===== src/rtl/ddrf_pkg.sv =====
package ddrf_pkg;

  typedef enum logic [1:0] {
    PH_IDLE = 2'd0,
    PH_RD2  = 2'd1,
    PH_WR2  = 2'd2
  } phase_t;

  localparam int unsigned BEATS = 4;

  // linear step inside an aligned group of four words
  function automatic logic [1:0] beat_step(input logic [1:0] base, input logic [1:0] k);
    return base + k;
  endfunction

endpackage


===== src/rtl/ddrf_burst_seq.sv =====
module ddrf_burst_seq
  import ddrf_pkg::*;
#(
  parameter int unsigned AW = 6
) (
  input  logic          clk,
  input  logic          rst_n,
  input  logic          load_n,
  input  logic          rd_wr_n,
  input  logic [AW-1:0] addr,
  output logic          rd_beat,
  output logic          wr_beat,
  output logic          wr_start,
  output logic          nop,
  output logic [AW-3:0] grp,
  output logic [1:0]    off_r,
  output logic [1:0]    off_f
);

  phase_t        ph_q, ph_d;
  logic [1:0]    nxt_q, nxt_d;
  logic [AW-3:0] grp_q, grp_d;
  logic          accept;
  logic          busy;

  assign busy   = (ph_q != PH_IDLE);
  assign accept = !load_n && !busy;

  always_comb begin
    ph_d  = ph_q;
    nxt_d = nxt_q;
    grp_d = grp_q;
    if (accept) begin
      ph_d  = rd_wr_n ? PH_RD2 : PH_WR2;
      nxt_d = beat_step(addr[1:0], 2'd2);
      grp_d = addr[AW-1:2];
    end else if (busy) begin
      ph_d = PH_IDLE;
    end
  end

  always_ff @(posedge clk or negedge rst_n) begin
    if (!rst_n) begin
      ph_q  <= PH_IDLE;
      nxt_q <= '0;
      grp_q <= '0;
    end else begin
      ph_q <= ph_d;
      if (accept) begin
        nxt_q <= nxt_d;
        grp_q <= grp_d;
      end
    end
  end

  assign rd_beat  = (accept && rd_wr_n) || (ph_q == PH_RD2);
  assign wr_beat  = (accept && !rd_wr_n) || (ph_q == PH_WR2);
  assign wr_start = accept && !rd_wr_n;
  assign nop      = !busy && load_n;
  assign grp      = busy ? grp_q : addr[AW-1:2];
  assign off_r    = busy ? nxt_q : addr[1:0];
  assign off_f    = beat_step(off_r, 2'd1);

endmodule


===== src/rtl/ddrf_late_wbuf.sv =====
module ddrf_late_wbuf
  import ddrf_pkg::*;
#(
  parameter int unsigned AW = 6,
  parameter int unsigned DW = 36
) (
  input  logic                       clk,
  input  logic                       rst_n,
  input  logic                       wr_start,
  input  logic                       wr_beat,
  input  logic [AW-3:0]              grp,
  input  logic [1:0]                 off_r,
  input  logic [1:0]                 off_f,
  input  logic [DW-1:0]              wd_r,
  input  logic [DW-1:0]              wd_f,
  output logic                       commit_en,
  output logic [AW-3:0]              commit_grp,
  output logic [BEATS-1:0]           commit_mask,
  output logic [BEATS-1:0][DW-1:0]   commit_data,
  output logic                       hit_r,
  output logic                       hit_f,
  output logic [DW-1:0]              fwd_r,
  output logic [DW-1:0]              fwd_f
);

  logic [BEATS-1:0]         val_q, val_d;
  logic [AW-3:0]            grp_q, grp_d;
  logic [BEATS-1:0][DW-1:0] words_q, words_d;

  always_comb begin
    val_d   = val_q;
    grp_d   = grp_q;
    words_d = words_q;
    if (wr_start) begin
      val_d = '0;
      grp_d = grp;
    end
    if (wr_beat) begin
      val_d[off_r]   = 1'b1;
      val_d[off_f]   = 1'b1;
      words_d[off_r] = wd_r;
      words_d[off_f] = wd_f;
    end
  end

  always_ff @(posedge clk or negedge rst_n) begin
    if (!rst_n) begin
      val_q <= '0;
      grp_q <= '0;
    end else begin
      if (wr_beat) begin
        val_q <= val_d;
        grp_q <= grp_d;
      end
    end
  end

  always_ff @(posedge clk) begin
    if (wr_beat) begin
      words_q <= words_d;
    end
  end

  // the pending burst drains to the array when the next write begins
  assign commit_en   = wr_start && (|val_q);
  assign commit_grp  = grp_q;
  assign commit_mask = val_q;
  assign commit_data = words_q;

  // per-word lookup for reads
  assign hit_r = val_q[off_r] && (grp_q == grp);
  assign hit_f = val_q[off_f] && (grp_q == grp);
  assign fwd_r = words_q[off_r];
  assign fwd_f = words_q[off_f];

endmodule


===== src/rtl/ddrf_word_array.sv =====
module ddrf_word_array
  import ddrf_pkg::*;
#(
  parameter int unsigned AW = 6,
  parameter int unsigned DW = 36
) (
  input  logic                     clk,
  input  logic                     we,
  input  logic [AW-3:0]            wgrp,
  input  logic [BEATS-1:0]         wmask,
  input  logic [BEATS-1:0][DW-1:0] wdata,
  input  logic [AW-3:0]            rgrp,
  input  logic [1:0]               roff_r,
  input  logic [1:0]               roff_f,
  output logic [DW-1:0]            rd_r,
  output logic [DW-1:0]            rd_f
);

  localparam int unsigned GROUPS = 1 << (AW - 2);

  logic [DW-1:0] lane [BEATS];

  // one bank per word offset so a whole group commits in one cycle
  for (genvar b = 0; b < BEATS; b++) begin : g_bank
    logic [DW-1:0] mem [GROUPS];

    always_ff @(posedge clk) begin
      if (we && wmask[b]) begin
        mem[wgrp] <= wdata[b];
      end
    end

    assign lane[b] = mem[rgrp];
  end

  assign rd_r = lane[roff_r];
  assign rd_f = lane[roff_f];

endmodule


===== src/rtl/ddrf_read_port.sv =====
module ddrf_read_port #(
  parameter int unsigned DW = 36
) (
  input  logic          clk,
  input  logic          rst_n,
  input  logic          rd_beat,
  input  logic          nop,
  input  logic          hit_r,
  input  logic          hit_f,
  input  logic [DW-1:0] fwd_r,
  input  logic [DW-1:0] fwd_f,
  input  logic [DW-1:0] arr_r,
  input  logic [DW-1:0] arr_f,
  output logic [DW-1:0] rdata_r,
  output logic [DW-1:0] rdata_f,
  output logic          rvalid,
  output logic          drv_en
);

  logic [DW-1:0] sel_r, sel_f;
  logic          drv_d;

  assign sel_r = hit_r ? fwd_r : arr_r;
  assign sel_f = hit_f ? fwd_f : arr_f;

  always_comb begin
    drv_d = drv_en;
    if (rd_beat) begin
      drv_d = 1'b1;
    end else if (nop) begin
      drv_d = 1'b0;
    end
  end

  always_ff @(posedge clk or negedge rst_n) begin
    if (!rst_n) begin
      rdata_r <= '0;
      rdata_f <= '0;
      rvalid  <= 1'b0;
      drv_en  <= 1'b0;
    end else begin
      rvalid <= rd_beat;
      drv_en <= drv_d;
      if (rd_beat) begin
        rdata_r <= sel_r;
        rdata_f <= sel_f;
      end
    end
  end

endmodule


===== src/rtl/ddr_burst_frontend.sv =====
module ddr_burst_frontend
  import ddrf_pkg::*;
#(
  parameter int unsigned AW = 6,
  parameter int unsigned DW = 36
) (
  input  logic          clk,
  input  logic          rst_n,
  input  logic          load_n,
  input  logic          rd_wr_n,
  input  logic [AW-1:0] addr,
  input  logic [DW-1:0] wdata_rise,
  input  logic [DW-1:0] wdata_fall,
  output logic [DW-1:0] rdata_rise,
  output logic [DW-1:0] rdata_fall,
  output logic          rvalid,
  output logic          drv_en
);

  logic                     rd_beat, wr_beat, wr_start, nop;
  logic [AW-3:0]            grp;
  logic [1:0]               off_r, off_f;
  logic                     commit_en;
  logic [AW-3:0]            commit_grp;
  logic [BEATS-1:0]         commit_mask;
  logic [BEATS-1:0][DW-1:0] commit_data;
  logic                     hit_r, hit_f;
  logic [DW-1:0]            fwd_r, fwd_f, arr_r, arr_f;

  ddrf_burst_seq #(.AW(AW)) u_seq (
    .clk      (clk),
    .rst_n    (rst_n),
    .load_n   (load_n),
    .rd_wr_n  (rd_wr_n),
    .addr     (addr),
    .rd_beat  (rd_beat),
    .wr_beat  (wr_beat),
    .wr_start (wr_start),
    .nop      (nop),
    .grp      (grp),
    .off_r    (off_r),
    .off_f    (off_f)
  );

  ddrf_late_wbuf #(.AW(AW), .DW(DW)) u_wbuf (
    .clk         (clk),
    .rst_n       (rst_n),
    .wr_start    (wr_start),
    .wr_beat     (wr_beat),
    .grp         (grp),
    .off_r       (off_r),
    .off_f       (off_f),
    .wd_r        (wdata_rise),
    .wd_f        (wdata_fall),
    .commit_en   (commit_en),
    .commit_grp  (commit_grp),
    .commit_mask (commit_mask),
    .commit_data (commit_data),
    .hit_r       (hit_r),
    .hit_f       (hit_f),
    .fwd_r       (fwd_r),
    .fwd_f       (fwd_f)
  );

  ddrf_word_array #(.AW(AW), .DW(DW)) u_array (
    .clk    (clk),
    .we     (commit_en),
    .wgrp   (commit_grp),
    .wmask  (commit_mask),
    .wdata  (commit_data),
    .rgrp   (grp),
    .roff_r (off_r),
    .roff_f (off_f),
    .rd_r   (arr_r),
    .rd_f   (arr_f)
  );

  ddrf_read_port #(.DW(DW)) u_rport (
    .clk     (clk),
    .rst_n   (rst_n),
    .rd_beat (rd_beat),
    .nop     (nop),
    .hit_r   (hit_r),
    .hit_f   (hit_f),
    .fwd_r   (fwd_r),
    .fwd_f   (fwd_f),
    .arr_r   (arr_r),
    .arr_f   (arr_f),
    .rdata_r (rdata_rise),
    .rdata_f (rdata_fall),
    .rvalid  (rvalid),
    .drv_en  (drv_en)
  );

endmodule


===== config.mk =====
export PLATFORM = sky130hd
export DESIGN_NAME = ddr_burst_frontend
export DESIGN_NICKNAME = d
export VERILOG_FILES = /design/src/rtl/ddrf_pkg.sv /design/src/rtl/ddrf_burst_seq.sv /design/src/rtl/ddrf_late_wbuf.sv /design/src/rtl/ddrf_word_array.sv /design/src/rtl/ddrf_read_port.sv /design/src/rtl/ddr_burst_frontend.sv
export SDC_FILE = /design/constraint.sdc
export NUM_CORES = 2
export LEC_CHECK = 0
export ABC_AREA = 0
export BUFFER_PORTS_ARGS = -buffer_cell sky130_fd_sc_hd__buf_4
export CORE_ASPECT_RATIO = 0.7
export CORE_MARGIN = 1
export CORE_UTILIZATION = 40
export CTS_CLUSTER_SIZE = 12
export DETAILED_ROUTE_END_ITERATION = 7
export PLACE_DENSITY = 0.56
export SLEW_MARGIN = 30
export SYNTH_ARGS = -nofsm -noshare
export SYNTH_HDL_FRONTEND = slang
export SYNTH_HIERARCHICAL = 1
export SYNTH_SLANG_ARGS = --single-unit

===== constraint.sdc =====
create_clock -name clk -period 8.6 [get_ports clk]
set_clock_uncertainty 0.2 [all_clocks]
set_input_delay 0.43 -clock clk [delete_from_list [all_inputs] [get_ports clk]]
set_output_delay 0.43 -clock clk [all_outputs]
set_load 0.02 [all_outputs]

# Word-level counts from Yosys, hierarchy flattened
# Memories as Yosys holds them, arrays and structs flattened.
# Index checks and enable logic that the tools add are counted.
totals:
  ram_bits: 2304
  memories: 4
  elab_cells: 97
  ff_bits: 234
  in_bits: 82
mem_list:
  columns: ["name", "depth", "word_bits", "rd", "rd_ports_with_merged_regs", "wr", "line_no", "rtl"]
  rows:
  - ["u_array.g_bank[0].mem", 16, 36, 1, 0, 1, "ddrf_word_array.sv:25", "logic [DW-1:0] mem [GROUPS];"]
  - ["u_array.g_bank[1].mem", 16, 36, 1, 0, 1, "ddrf_word_array.sv:25", null]
  - ["u_array.g_bank[2].mem", 16, 36, 1, 0, 1, "ddrf_word_array.sv:25", null]
  - ["u_array.g_bank[3].mem", 16, 36, 1, 0, 1, "ddrf_word_array.sv:25", null]
classes:
  eq_ne: 3
  n_bitwise: 4
  reduce_logical: 23
  order_cmp: 6
  addsub: 2
  muxes: 42
op_table:
  columns: ["cell", "n"]
  rows:
  - ["2-to-1 mux 36 bit", 10]
  - ["binary-select mux 36 bit (select 2 bit)", 4]
  - ["bitwise mux 144 bit", 2]
  - ["demux 36 bit (select 2 bit)", 2]
  - ["2-to-1 mux 1 bit", 14]
  - ["logical AND 1 bit", 13]
  - ["2-to-1 mux 2 bit", 4]
  - ["2-to-1 mux 4 bit", 2]
  - ["OR 4 bit", 2]
  - [">= comparator 3 bit (second input constant)", 2]
  - ["less-than comparator 2 x 3 -> 1 bit (second input constant)", 2]
  - ["NOT 2 -> 3 bit", 2]
  - ["nonzero test 2 bit", 3]
  - ["binary-select mux 1 bit (select 2 bit)", 2]
  - ["demux 1 bit (select 2 bit)", 2]
  - ["== test 4 bit", 1]
  - [">= comparator 2 x 1 -> 1 bit (second input constant)", 2]
  - ["OR reduction 4 bit", 1]
  - ["zero test 1 bit", 3]
  - ["adder 2 x 1 -> 2 bit (second input constant)", 1]
  - ["adder 2 bit (second input constant)", 1]
  - ["== test 2 x 1 -> 1 bit (second input constant)", 1]
  - ["== test 2 bit (second input constant)", 1]
  - ["logical OR 1 bit", 2]
  - ["AND reduction 2 bit", 1]

# Longest topological paths before layout
logic_depth:
  word_depth: 8
  ltp_mapped: 15
  mapped_depth_nobuf: 9

# By module
# Netlist, hierarchy kept.
by_module_without_submodules:
  columns: ["mod", "area_per_inst_um2", "seq_area_each_um2", "n_inst", "cells_each"]
  rows:
  - ["ddrf_word_array", 88406.0, 69186.4, 1, 4021]
  - ["ddrf_late_wbuf", 8115.3, 4524.3, 1, 453]
  - ["ddrf_read_port", 3442.1, 1851.8, 1, 316]
  - ["ddrf_burst_seq", 460.4, 200.2, 1, 37]

# Worst setup path before layout
# Ideal clock, no wire load.
synth_path:
  kind: "reg-to-reg"
  startpoint: "reg u_seq.ph_q[1]"
  endpoint: "reg u_wbuf.words_q, in the netlist u_wbuf/commit_data[108], enable pin"
  n_path_buf: 3
  setup_ns: 0.487
  period_less_slack_ns: 5.031
  setup_slack_ns: 3.569
  t_arrival_ns: 4.344
  stages_incl_launch_ff: 8
  path_cell_list: "dfrtp_1 -> clkbuf_2 -> nor2_4 -> mux2i_1 -> buf_2 -> buf_4 -> nand2_1 -> a21boi_0"
synth_via:
  elab_chain_cells: 5
synth_lines:
  columns: ["item", "line_no", "rtl"]
  rows:
  - ["start: declaration", "ddrf_burst_seq.sv:20", "phase_t ph_q, ph_d;"]
  - ["start signal: assignment", "ddrf_burst_seq.sv:48", "ph_q <= ph_d;"]
  - ["nonzero test 2 bit", "ddrf_burst_seq.sv:26", "assign busy = (ph_q != PH_IDLE);"]
  - ["zero test 1 bit", "ddrf_burst_seq.sv:27", "assign accept = !load_n && !busy;"]
  - ["logical AND 1 bit", "ddrf_burst_seq.sv:27", null]
  - ["logical AND 1 bit", "ddrf_burst_seq.sv:57", "assign wr_beat = (accept && !rd_wr_n) || (ph_q == PH_WR2);"]
  - ["logical OR 1 bit *", "ddrf_burst_seq.sv:57", null]
  - ["end signal: assignment", "ddrf_late_wbuf.sv:60", "words_q <= words_d;"]
  - ["end: declaration", "ddrf_late_wbuf.sv:28", "logic [BEATS-1:0][DW-1:0] words_q, words_d;"]
# Mark *: on every way between the ends. The rest lies on a longest branch, timed or not.
# A chain may end at the register's enable or synchronous reset.

# Worst setup path in the final report
layout_path:
  startpoint: "reg u_seq.ph_q[1]"
  endpoint: "reg u_rport.rdata_f[20]"
layout_lines:
  columns: ["item", "line_no", "rtl"]
  rows:
  - ["nonzero test 2 bit *", "ddrf_burst_seq.sv:26", null]
  - ["2-to-1 mux 4 bit *", "ddrf_burst_seq.sv:60", "assign grp = busy ? grp_q : addr[AW-1:2];"]
  - ["net grp[1]", "ddr_burst_frontend.sv:21", "logic [AW-3:0] grp;"]
  - ["memory read (16 x 36 bit)", null, null]
  - ["binary-select mux 36 bit (select 2 bit) *", "ddrf_word_array.sv:37", "assign rd_f = lane[roff_f];"]
  - ["2-to-1 mux 36 bit (implied by the code) * (2 in series)", "ddrf_word_array.sv:37", null]
  - ["net arr_f[20]", "ddr_burst_frontend.sv:28", "logic [DW-1:0] fwd_r, fwd_f, arr_r, arr_f;"]
  - ["2-to-1 mux 36 bit *", "ddrf_read_port.sv:24", "assign sel_f = hit_f ? fwd_f : arr_f;"]
  - ["end signal: assignment", "ddrf_read_port.sv:46", "rdata_f <= sel_f;"]
  - ["end: declaration", "ddrf_read_port.sv:15", "output logic [DW-1:0] rdata_f,"]
# Mark *: on every way through the listed nets, which the timed path passes. The rest lies on a longest branch. The select of a mux whose other input is x is not followed.

==> summary.txt <==
Timing
  – Max Freq: roughly 190 MHz
  – Fin crit share: 61.5%
  – Slew margin rel.: 23.3%
  – Worst Setup Slack, final: 3.31 ns
  – Final hold violation count: 0
  – Max-slew violation count: 0
  – Final number of setup-violating endpoints: 0
  – Setup TNS: 0 ns
  – RSZ-0062 raised after global routing: false
  – Worst Tran Pin Value: 1.14 ns
  – Fin crit period: 5.29 ns

Setup path
  – Worst-path cell chain: nor2_4 > mux2_8 > buf_12 > buf_4 > buf_4 > mux4_2 > a22oi_1 > nand2_1 > a22oi_1 > o211ai_1 > mux2i_1 > a21oi_1
  – Crit. End Element: flop
  – Max incr delay on CP: 0.71 ns
  – R2r worst-path depth: 12
  – CP Buf/Inv Count: 3
  – CP arrival: 5.85 ns
  – CP top delay family: buffers and inverters
  – Reg-to-reg setup timing slack: 3.31 ns
  – Slowest CP cell: buf_4
  – R2R Path Start: u_seq/ph_q[1]$_DFFE_PN0P_
  – End of the worst register-to-register path: u_rport/rdata_f[20]$_DFFE_PN0P_
  – Critical path type: reg -> reg
  – CP startpoint kind: flop
  – WP data required: 9.16 ns
  – CP max FO: 112

Logic synthesis
  – #FFs+latches synth: 2,538
  – Syn Std Cell Area: 100,000 um^2
  – Leading area contributor after synthesis: edfxtp_1
  – Predominant post-synthesis flop cell: edfxtp_1
  – EDFF count, synth: ~2,400
  – Commonest cells in the netlist: 2,448 x edfxtp_1, 570 x mux4_2, 229 x a22oi_1, 212 x a22o_1, 194 x nor2_1
  – Most common cell in the synthesized netlist: edfxtp_1
  – Avg Cell Area, Syn: 20.8 um^2
  – Post-synth ARST share: between 3 and 4%
  – Synth warn: 6
  – Distinct cells, synth: between 40 and 50
  – Syn_nets: 4,909
  – Share of the synthesized area in the top cell type: between 70% and 80%
  – Post-synthesis sequential area ratio: 75.4%
  – Mapped Cells: 4,827
  – Top post-synthesis cells by area: edfxtp_1 73%, mux4_2 13%, dfrtp_1 2.2%

Clock network
  – CTS Sinks: 2,538
  – Clk buf depth: 4
  – Clock Latency Late Sink: 0.91 ns
  – Postcts setup bufs: 0
  – H-tree depth: 4
  – Hold bufs inserted after CTS: 122
  – Clk pin slew, worst setup/hold paths: 0.07 ns
  – Num CTS Buffers: 246
  – CTS tree: built
  – Root Driver: clkbuf_16
  – Cts repair resizes: 0

Routing
  – DR vias: 55,000
  – Initial drt markers: roughly 8,000
  – DR pass1 iterations: 6
  – Routed len/inst: ~39 um
  – Vias per cell: between 6 and 7
  – Number of remaining DRC errors: 0
  – Routed WL: 337,000 um
  – Detail Route Antenna Nets: 0

Die
  – Die Wd: between 600 and 700 um
  – Die footprint: 253,000 um^2
  – # IOs: 156
  – Die height: 421 um
  – Core ar.: between 200,000 and 250,000 um^2
  – FP Rows: 153
  – Starting Density: between 40% and 50%

Finish
  – Layout fillers: a little over 20,000
  – Multi-input gate area in the final layout: 23,600 um^2
  – Post-route cell area: 115,000 um^2
  – # nets final: 5,303
  – Share of cells above drive strength 1: 26.7%
  – Area grow syn2layout: 14.0%
  – Final Util: 46.0%
  – Reg area: 75,800 um^2

Pwr
  – Combinational Power Share: about 17%
  – Reg power frac: 50.2%
  – Clock power share: 33.4%
  – Sw power: 0.00825 W
  – PwrDens: 258 nW/um^2
  – Sw frac: 28.0%
  – Leakage: 36.0 nW
  – Int Power: 0.0213 W
  – Worst IR drop on VDD: ~0.00017 V

Global route
  – Gr ovfl total: 0
  – Initial antenna violation count: 20
  – Pin count of the biggest net entering global routing: about 150
  – First-pass GRT wire length: 453,000 um
  – GRT Util Overall: 26.2%
  – Vias in the first global route: 52,800

Run status
  – Outcome: complete, no violations

Min path
  – Hold WC Path Type: in -> async

Placement
  – Placer congestion estimate: 0.883
  – Port bufs: 155
  – HPWL after DPL: 193,000 um
  – Setup WS pre-CTS: 3.43 ns
  – Placement Cell Area: 106,000 um^2

Run
  – Max-Cap Viols: 0
[final cells by class]
type	instances	area share, %
well taps	3332	3.64
multi-input cells	1977	20.6
flip-flops and latches	2538	66.2
inverters	4	0.0131
diodes	9	0.0197
repair buffers	454	3.56
clock buffers	357	5.87
clock inverters	23	0.154
[power groups by stage]
stage	clock (W)	sequential, W	combinational, W
2_1_floorplan	0	0.0149	0.00255
3_3_place_gp	0	0.0151	0.00460
3_5_place_dp	0	0.0151	0.00463
4_1_cts	0.00998	0.0148	0.00472
5_1_grt	0.0104	0.0148	0.00498
6_report	0.00985	0.0148	0.00486
[sequential cells by signal (all words and copies together), names as in the netlist, 2 cells and up]
signal	flops
u_array/g_bank.mem	2304
u_wbuf/commit_grp	4
u_seq/nxt_q	2
u_rport/rdata_f	36
u_seq/grp_q	4
u_rport/rdata_r	36
u_wbuf/commit_data	144
u_seq/ph_q	2
u_wbuf/commit_mask	4
[worst max-delay path by stage]
stage                                   start                                end  slack [ns]  cells past startpoint
CTS                 u_seq/ph_q[1]$_DFFE_PN0P_     u_rport/rdata_r[3]$_DFFE_PN0P_        3.40                     12
finish              u_seq/ph_q[1]$_DFFE_PN0P_    u_rport/rdata_f[20]$_DFFE_PN0P_        3.31                     12
detailed placement  u_seq/ph_q[1]$_DFFE_PN0P_     u_rport/rdata_r[3]$_DFFE_PN0P_        3.43                     12
floorplan           u_seq/ph_q[1]$_DFFE_PN0P_  u_wbuf/commit_data[108]$_DFFE_PP_        3.57                      7
global route        u_seq/ph_q[1]$_DFFE_PN0P_    u_rport/rdata_f[20]$_DFFE_PN0P_        3.03                     12
global placement    u_seq/ph_q[1]$_DFFE_PN0P_    u_rport/rdata_r[28]$_DFFE_PN0P_        3.46                     10
[per-layer routing]
layer / routed length, um / vias up / track usage [%]
met2: 148000 / 3469 / 38.7
met4: 14600 / 4 / 9.95
met1: 133000 / 29800 / 37.2
met3: 40200 / 610 / 6.86
li1: - / 21100 / -
met5: 23 / - / 0
[kinds of logic (layout without fill, tap and decap cells)]
group	Yosys count	in the layout	share of synthesized area [%]
flip-flops	2538	2538	75.4
multiplexers	814	814	15.4
AO/OA/AOI/OAI	740	740	5.50
AND/OR/NAND/NOR	417	417	1.80
buffers and inverters	312	838	1.81
XOR/XNOR	6	6	0.0523
other	0	9	0
[worst register-to-register path, stage by stage (launching register included)]
cell	delay (ns)
dfrtp_1	0.50
nor2_4	0.42
mux2_8	0.61
buf_12	0.53
buf_4	1.02
buf_4	0.38
mux4_2	0.33
a22oi_1	0.21
nand2_1	0.25
a22oi_1	0.28
o211ai_1	0.13
mux2i_1	0.18
a21oi_1	0.09
[placed cells by master (no fill, tap or decap), drive strengths merged, types with 14 or more instances in the layout]
| cell type | Yosys | layout |
|---|---|---|
| dlygate4sd3 | 0 | 122 |
| a21oi | 82 | 82 |
| o21ai | 26 | 26 |
| dfrtp | 90 | 90 |
| clkbuf | 90 | 359 |
| nand2b | 14 | 14 |
| o22ai | 70 | 70 |
| a22oi | 229 | 229 |
| clkinv | 0 | 19 |
| nand2 | 148 | 148 |
| nor2b | 26 | 26 |
| a22o | 212 | 212 |
| mux4 | 570 | 570 |
| edfxtp | 2448 | 2448 |
| mux2 | 145 | 145 |
| o221ai | 34 | 34 |
| o211ai | 46 | 46 |
| buf | 218 | 330 |
| nor2 | 199 | 199 |
| mux2i | 99 | 99 |
[through the flow]
stage               power [W]  hold WS [ns]  std cells
floorplan              0.0174       -0.0656       4827
finish                 0.0295        0.0182       8694
detailed placement     0.0197         0.283       8174
global route           0.0302        0.0495       8686
global placement       0.0197         0.275       8167
CTS                    0.0295       0.00420       8676
Power figures use the tool's default switching activity.
